`config.mk`:
```
export PLATFORM = sky130hd
export DESIGN_NAME = sup_reset_gen
export DESIGN_NICKNAME = d
export VERILOG_FILES = /design/src/rtl/sup_pkg.sv /design/src/rtl/sup_sync.sv /design/src/rtl/sup_mr_filter.sv /design/src/rtl/sup_seq.sv /design/src/rtl/sup_reset_gen.sv
export SDC_FILE = /design/constraint.sdc
export NUM_CORES = 1
export LEC_CHECK = 0
export CAP_MARGIN = 10
export CORE_ASPECT_RATIO = 1.25
export CORE_MARGIN = 4
export CORE_UTILIZATION = 29
export DETAILED_ROUTE_END_ITERATION = 8
export SLEW_MARGIN = 40
export SYNTH_ARGS = -nofsm -noshare
export SYNTH_HDL_FRONTEND = slang
export SYNTH_SLANG_ARGS = --single-unit
```
`constraint.sdc`:
```
create_clock -name clk -period 4.4 [get_ports clk]
set_input_delay 0.66 -clock clk [delete_from_list [all_inputs] [get_ports clk]]
set_output_delay 0.66 -clock clk [all_outputs]
set_load 0.005 [all_outputs]
```
`src/rtl/sup_pkg.sv`:
```
package sup_pkg;

    typedef enum logic [1:0] {
        SUP_HOLD    = 2'd0,
        SUP_RECOVER = 2'd1,
        SUP_RUN     = 2'd2
    } sup_state_e;

endpackage

```
`src/rtl/sup_sync.sv`:
```
module sup_sync #(
    parameter int          WIDTH   = 2,
    parameter int          STAGES  = 2,
    parameter logic [WIDTH-1:0] IDLE_VAL = '0
) (
    input  logic             clk,
    input  logic             rst_n,
    input  logic [WIDTH-1:0] async_in,
    output logic [WIDTH-1:0] sync_out
);

    // One independent flop chain per bit.
    for (genvar b = 0; b < WIDTH; b++) begin : g_bit
        logic [STAGES-1:0] chain;

        always_ff @(posedge clk) begin
            if (!rst_n) begin
                chain <= {STAGES{IDLE_VAL[b]}};
            end else begin
                chain <= {chain[STAGES-2:0], async_in[b]};
            end
        end

        assign sync_out[b] = chain[STAGES-1];
    end

endmodule

```
`src/rtl/sup_mr_filter.sv`:
```
module sup_mr_filter #(
    parameter int FILT_LEN = 4,
    localparam int FC_W    = (FILT_LEN > 2) ? $clog2(FILT_LEN) : 1
) (
    input  logic clk,
    input  logic rst_n,
    input  logic mr_sync_n,
    output logic mr_filt_n
);

    localparam logic [FC_W-1:0] LOW_LAST = FC_W'(FILT_LEN - 1);

    logic [FC_W-1:0] low_cnt;

    // A low is believed only after FILT_LEN consecutive low samples;
    // a high sample is believed at once and rearms the run counter.
    always_ff @(posedge clk) begin
        if (!rst_n) begin
            low_cnt   <= '0;
            mr_filt_n <= 1'b1;
        end else if (mr_sync_n) begin
            low_cnt   <= '0;
            mr_filt_n <= 1'b1;
        end else if (low_cnt == LOW_LAST) begin
            mr_filt_n <= 1'b0;
        end else begin
            low_cnt   <= low_cnt + 1'b1;
        end
    end

    // the filtered line only falls after a full run of low samples
    p_full_run_r4: assert property (@(posedge clk) disable iff (!rst_n)
        $fell(mr_filt_n) |-> ($past(low_cnt) == LOW_LAST && !$past(mr_sync_n)));

    // a high sample always restores the filtered line next cycle
    p_high_releases_r3: assert property (@(posedge clk) disable iff (!rst_n)
        mr_sync_n |=> mr_filt_n);

endmodule

```
`src/rtl/sup_seq.sv`:
```
module sup_seq
    import sup_pkg::*;
#(
    parameter int REC_TICKS = 200,
    localparam int CNT_W    = (REC_TICKS > 2) ? $clog2(REC_TICKS) : 1
) (
    input  logic clk,
    input  logic rst_n,
    input  logic tick_en,
    input  logic uv_s,
    input  logic mr_filt_n,
    input  logic wd_req,
    output logic rst_active
);

    localparam logic [CNT_W-1:0] CNT_LAST = CNT_W'(REC_TICKS - 1);

    sup_state_e      state_q, state_d;
    logic [CNT_W-1:0] cnt_q, cnt_d;
    logic            any_src;

    assign any_src = uv_s | ~mr_filt_n | wd_req;

    // State and count register.
    always_ff @(posedge clk) begin
        if (!rst_n) begin
            state_q <= SUP_HOLD;
            cnt_q   <= '0;
        end else begin
            state_q <= state_d;
            cnt_q   <= cnt_d;
        end
    end

    // Next-state logic.
    always_comb begin
        state_d = state_q;
        cnt_d   = cnt_q;
        unique case (state_q)
            SUP_HOLD: begin
                cnt_d = '0;
                if (!any_src) begin
                    state_d = SUP_RECOVER;          // quiet
                end
            end
            SUP_RECOVER: begin
                if (any_src) begin
                    state_d = SUP_HOLD;             // retrigger
                    cnt_d   = '0;
                end else if (tick_en) begin
                    if (cnt_q == CNT_LAST) begin
                        state_d = SUP_RUN;          // expire
                        cnt_d   = '0;
                    end else begin
                        cnt_d = cnt_q + 1'b1;
                    end
                end
            end
            SUP_RUN: begin
                cnt_d = '0;
                if (any_src) begin
                    state_d = SUP_HOLD;             // trip
                end
            end
            default: begin
                state_d = SUP_HOLD;
                cnt_d   = '0;
            end
        endcase
    end

    // Output decode.
    always_comb begin
        rst_active = (state_q != SUP_RUN);
    end

    // any source during recovery returns to HOLD
    p_retrigger_r6: assert property (@(posedge clk) disable iff (!rst_n)
        (state_q == SUP_RECOVER && any_src) |=> (state_q == SUP_HOLD && cnt_q == '0));

    // count frozen on cycles without a tick
    p_frozen_r7: assert property (@(posedge clk) disable iff (!rst_n)
        (state_q == SUP_RECOVER && !any_src && !tick_en) |=> (state_q == SUP_RECOVER && $stable(cnt_q)));

    // release only after a full count of ticks
    p_full_count_r2: assert property (@(posedge clk) disable iff (!rst_n)
        (state_q == SUP_RUN && $past(state_q) != SUP_RUN) |->
            ($past(state_q) == SUP_RECOVER && $past(cnt_q) == CNT_LAST && $past(tick_en)));

    // an undervoltage sample forces HOLD next cycle
    p_uv_holds_r1: assert property (@(posedge clk) disable iff (!rst_n)
        uv_s |=> state_q == SUP_HOLD);

    // count never exceeds its last value
    p_cnt_bound_r2: assert property (@(posedge clk) disable iff (!rst_n)
        cnt_q <= CNT_LAST);

endmodule

```
`src/rtl/sup_reset_gen.sv`:
```
module sup_reset_gen #(
    parameter int REC_TICKS = 200,
    parameter int FILT_LEN  = 4
) (
    input  logic clk,
    input  logic rst_n,
    input  logic tick_en,
    input  logic uv_flag,
    input  logic mr_n,
    input  logic wd_expire,
    output logic sys_rst_n,
    output logic sys_rst
);

    logic [1:0] raw_async;
    logic [1:0] synced;
    logic       mr_filt_n;
    logic       rst_active;

    // bit 1 = undervoltage (idle 0), bit 0 = manual reset (idle 1)
    assign raw_async = {uv_flag, mr_n};

    sup_sync #(
        .WIDTH    (2),
        .STAGES   (2),
        .IDLE_VAL (2'b01)
    ) u_sync (
        .clk      (clk),
        .rst_n    (rst_n),
        .async_in (raw_async),
        .sync_out (synced)
    );

    sup_mr_filter #(
        .FILT_LEN (FILT_LEN)
    ) u_filt (
        .clk       (clk),
        .rst_n     (rst_n),
        .mr_sync_n (synced[0]),
        .mr_filt_n (mr_filt_n)
    );

    sup_seq #(
        .REC_TICKS (REC_TICKS)
    ) u_seq (
        .clk        (clk),
        .rst_n      (rst_n),
        .tick_en    (tick_en),
        .uv_s       (synced[1]),
        .mr_filt_n  (mr_filt_n),
        .wd_req     (wd_expire),
        .rst_active (rst_active)
    );

    assign sys_rst_n = ~rst_active;
    assign sys_rst   = rst_active;

    // a watchdog request shows as reset on the next edge
    p_wd_next_edge_r5: assert property (@(posedge clk) disable iff (!rst_n)
        wd_expire |=> !sys_rst_n);

    // the cycle after a block reset, the output is still asserted
    p_after_init_r9: assert property (@(posedge clk)
        !rst_n |=> sys_rst);

endmodule

```
# Yosys cells after proc, flatten, opt, wreduce, memory -nomap -nowiden

Index checks and enable logic that the tools add are counted.

Multiplexer cells: 7
$add $sub $neg: 2
Equal/unequal tests: 9
Bitwise gates (word level): 6
Reduce and logical (&&, ||, !) cells: 4

Operator list:

| cell                                                                     | count |
|---|---|
| 2-bit 2-to-1 mux                                                         | 5 |
| 8-bit by 1-bit adder with 8-bit output (second input constant)           | 1 |
| 8-bit == test (second input constant)                                    | 1 |
| 8-bit 2-to-1 mux                                                         | 1 |
| 2-bit case mux with 3 select lines                                       | 1 |
| 2-bit == test (second input constant)                                    | 2 |
| 2-bit inequality test (second input constant)                            | 2 |
| 1-bit NOT                                                                | 4 |
| 4-bit AND reduction                                                      | 1 |
| 3-bit by 1-bit inequality test with 1-bit output (second input constant) | 1 |
| 3-bit by 2-bit inequality test with 1-bit output (second input constant) | 1 |
| 3-bit OR reduction                                                       | 1 |
| 2-bit by 1-bit adder with 2-bit output (second input constant)           | 1 |
| 2-bit by 1-bit == test with 1-bit output (second input constant)         | 1 |
| 2-bit zero test                                                          | 1 |
| 2-bit by 1-bit inequality test with 1-bit output (second input constant) | 1 |
| 1-bit bitwise OR                                                         | 2 |
| 2-bit OR reduction                                                       | 1 |

Output and inout bits: 2
Bits in registers: 17
Bits of input ports: 6

# Depth between registers and ports, before layout

Depth after elaboration: 5
Gate-level depth with buffers: 4

# By module

A second synthesis with hierarchy kept.

Cells, all modules: 74
Area, all modules: 705.7 um2

By module, submodules not included:

| module        | times used | cells each | area each (um2) |
|---|---|---|---|
| sup_seq       | 1          | 52         | 465.4 |
| sup_sync      | 1          | 10         | 120.1 |
| sup_mr_filter | 1          | 11         | 116.4 |
| sup_reset_gen | 1          | 1          | 3.8 |

# Worst setup path after synthesis

OpenSTA, ideal clock, no wires.

Path kind: input -> register
From: in tick_en
To: reg u_seq.cnt_q[7]
Stages: 3
Slack: 2.849 ns
Arrival: 1.464 ns
Data required time: 4.313 ns
Buffers on the path: 0
Cells stage by stage: nand2_1 -> or4_1 -> a211oi_1

RTL lines:

| element              | RTL line           | text |
|---|---|---|
| start, declared      | sup_reset_gen.sv:7 | `input logic tick_en,` |
| end signal, assigned | sup_seq.sv:31      | `cnt_q <= cnt_d;` |
| end, declared        | sup_seq.sv:19      | `logic [CNT_W-1:0] cnt_q, cnt_d;` |

# Worst setup path after layout

From: reg u_seq.state_q[1]
To: out sys_rst_n

Cells in the longest elaborated chain, start to end: 2

Ends and longest elaborated chain:

| element                | RTL line            | text |
|---|---|---|
| start, declared        | sup_seq.sv:18       | `sup_state_e state_q, state_d;` |
| start signal, assigned | sup_seq.sv:30       | `state_q <= state_d;` |
| 2-bit inequality test  | sup_seq.sv:74       | `rst_active = (state_q != SUP_RUN);` |
| 1-bit NOT              | sup_reset_gen.sv:55 | `assign sys_rst_n = ~rst_active;` |
| end, declared          | sup_reset_gen.sv:11 | `output logic sys_rst_n,` |

Every way passes these cells.

==> impl_metrics.env <==
export IMPL_outcome="completed"
export IMPL_syn_avg_cell_area_sq_um=9.70
export IMPL_drive_above_1_share_pct=8.33
export IMPL_relSlewSlack_pct=64.0
export IMPL_grt_setup_unrepaired="false"
export IMPL_post_cts_buffers=0
export IMPL_cts_htree_levels=1
export IMPL_clk_pin_slew_worst_paths_ns=0.09
export IMPL_grt_pass1_wl_microns=1980
export IMPL_synth_warnings=0
export IMPL_synth_commonest_cells="dfxtp_1, nand2_1, inv_1, nand2b_1, nor2_1"
export IMPL_syn_nets=81
export IMPL_yosys_area_top_type_share_pct=48.1
export IMPL_wl_per_cell_microns=10.5
export IMPL_tightest_slew_ns=0.536
export IMPL_synth_flop_cell="dfxtp_1"
export IMPL_setup_viol=0
export IMPL_crit_fanout=3
export IMPL_dr_pass1_iters=4
export IMPL_drt_iter0_markers=5
export IMPL_crit_type="flip-flop to primary output"
export IMPL_fin_ws_ns=2.36
export IMPL_synth_cell_types=29
export IMPL_die_w_microns=52.2
export IMPL_grt_pass1_vias=498
export IMPL_drcViolationCount=0
export IMPL_cts_tree="yes"
export IMPL_fin_nets=93
export IMPL_fin_crit_sh_pct=46.3
export IMPL_synthArstFlopShare_pct=0
export IMPL_postRouteAntennaNets=0
export IMPL_fin_tns_setup_ns=0
export IMPL_ir_drop_v=0.000175
export IMPL_yosys_register_bits=17
export IMPL_dp_slack_ns=2.11
export IMPL_synthCells=73
export IMPL_die_height_microns=63.3
export IMPL_clk_latency_ns=0.29
export IMPL_gp_congestion=0.786
export IMPL_p_leak_nw=0.276
export IMPL_synth_cell_area_sq_um=708
export IMPL_clock_sinks=17
export IMPL_ios=8
export IMPL_synth_edf_count=0
export IMPL_power_density_nw_per_um2=294
export IMPL_viasPerCell=4.77
export IMPL_ctsLongestPathBuffers=2
export IMPL_cts_buffers=3
export IMPL_finalMaxSlewViolations=0
export IMPL_period_minus_slack_ns=2.04
export IMPL_rows=19
export IMPL_area_delta_synth_final_pct=19.3
export IMPL_crit_required_ns=3.74
export IMPL_placedCellCount=111
export IMPL_routed_wl_microns=1210
export IMPL_fmax_mhz=491
export IMPL_yosysMostFrequentCell="dfxtp_1"
export IMPL_whs_ns=0.417
export IMPL_endpoint_kind="primary output"
export IMPL_start_util_pct=31.4
export IMPL_maxCapViolations=0
export IMPL_clock_skew_ns=0.00606
export IMPL_start_kind="flip-flop"
export IMPL_post_dp_hpwl_microns=914
export IMPL_antenna_found_initial=0
export IMPL_ctsResizeCount=0
export IMPL_dieArea_sq_um=3300
export IMPL_holdCritPathClass="flip-flop to flip-flop"
export IMPL_grt_start_max_net_pins=11
export IMPL_ys_seq_area_share_pct=48.1
export IMPL_final_cell_count_no_fill=115
export IMPL_core_sq_um=2260
export IMPL_yosys_top_cells_area="dfxtp_1, ha_1, nand2b_1"
export IMPL_grt_overflow=0
export IMPL_port_buffer_count=7
export IMPL_grtUsageTotal_pct=8.04
export IMPL_hold_buffers=0
export IMPL_n_antenna_cell=0
export IMPL_critPathArrivalTime_ns=1.38
export IMPL_hold_violations=0
export IMPL_cts_root_buf="clkbuf_4"
export IMPL_dr_total_vias=549
export IMPL_synth_top_area_cell="dfxtp_1"
## through the flow
stage | power [mW] | cell area (sq um) | util (%)
2_1_floorplan | 0.165 | 708 | -
3_3_place_gp | 0.172 | 817 | 36.2
3_5_place_dp | 0.172 | 817 | 36.2
4_1_cts | 0.255 | 845 | 37.4
5_1_grt | 0.262 | 845 | 37.4
6_report | 0.249 | 845 | 37.4
## cell families (layout without fill, tap and decap cells)
logic type / count (synthesis) / in the layout / synth area share, %
AOI/OAI and AO/OA: 11 / 11 / 10.6
xor gates and xnor gates: 4 / 4 / 4.95
adders and majority gates: 2 / 2 / 3.53
buffers and inverters: 4 / 15 / 2.12
DFF: 17 / 17 / 48.1
muxes: 2 / 2 / 2.83
and+or+nand+nor: 33 / 33 / 27.9
## cell usage in the layout (no fill, tap or decap)
| master | synthesis | routed |
|---|---|---|
| clkinv_2 | 0 | 1 |
| ha_1 | 2 | 2 |
| a21oi_1 | 2 | 2 |
| mux2i_1 | 2 | 2 |
| nor2_1 | 4 | 4 |
| and4bb_2 | 1 | 1 |
| clkdlybuf4s50_1 | 0 | 7 |
| or3_1 | 3 | 3 |
| xnor2_1 | 2 | 2 |
| or4b_4 | 1 | 1 |
| dfxtp_1 | 17 | 17 |
| a21o_1 | 1 | 1 |
| or4_1 | 1 | 1 |
| nor3_1 | 3 | 3 |
| a211oi_1 | 2 | 2 |
| o211ai_1 | 2 | 2 |
| and4_1 | 1 | 1 |
| xor2_1 | 2 | 2 |
| and2_1 | 2 | 2 |
| nor2b_1 | 1 | 1 |
| o31ai_1 | 1 | 1 |
| nand2b_1 | 4 | 4 |
| inv_1 | 4 | 4 |
| nand2_1 | 6 | 6 |
| o21ai_2 | 1 | 1 |
| nor4_1 | 1 | 1 |
| a31oi_1 | 1 | 1 |
| nand4_1 | 3 | 3 |
| clkbuf_4 | 0 | 3 |
| nand3b_1 | 1 | 1 |
| or2b_1 | 1 | 1 |
| o21ai_0 | 1 | 1 |
## area by class of cell
cell class              instances  area (sq um)
fillers                       231          1410
well taps                      31          38.8
flip-flops and latches         17           340
repair buffers                  7          70.1
clock inverters                 1          5.00
inverters                       4          15.0
clock buffers                   3          22.5
multi-input cells              52           353
## report_power, final
group | internal [mW] | total, mW | switching, mW
Clock | 0.0338 | 0.0804 | 0.0467
Combinational | 0.00674 | 0.0107 | 0.00394
Sequential | 0.156 | 0.157 | 0.00108
## critical path, cell delays in order (launching register included)
cell and delay [ns]:
dfxtp_1 0.34, nor2b_1 0.22, clkdlybuf4s50_1 0.54
## registers in the layout, indices dropped and copies added (netlist names)
name,count
u_filt.mr_filt_n,1
u_sync.g_bit.chain,4
u_seq.cnt_q,8
u_seq.state_q,2
u_filt.low_cnt,2
## routing by layer
metal	GRT usage (%)	vias to the layer above	wire [microns]
met5	0	-	0
met3	5.19	2	85
met1	9.16	247	544
met2	11.8	16	568
met4	3.19	0	8
li1	-	284	-
## worst paths after layout
path,from,endpoint,slack (ns),cells after the start
min,u_sync.g_bit[0].chain[0]$_SDFF_PN1_,u_sync.g_bit[0].chain[1]$_SDFF_PN1_,0.42,1
max reg2reg,u_seq.cnt_q[3]$_SDFFE_PP0P_,u_seq.state_q[0]$_SDFFE_PN0P_,2.69,3
max,u_seq.state_q[1]$_SDFFE_PN0P_,sys_rst_n,2.36,2
min reg2reg,u_sync.g_bit[0].chain[0]$_SDFF_PN1_,u_sync.g_bit[0].chain[1]$_SDFF_PN1_,0.42,1
(Power assumes the default switching activity.)
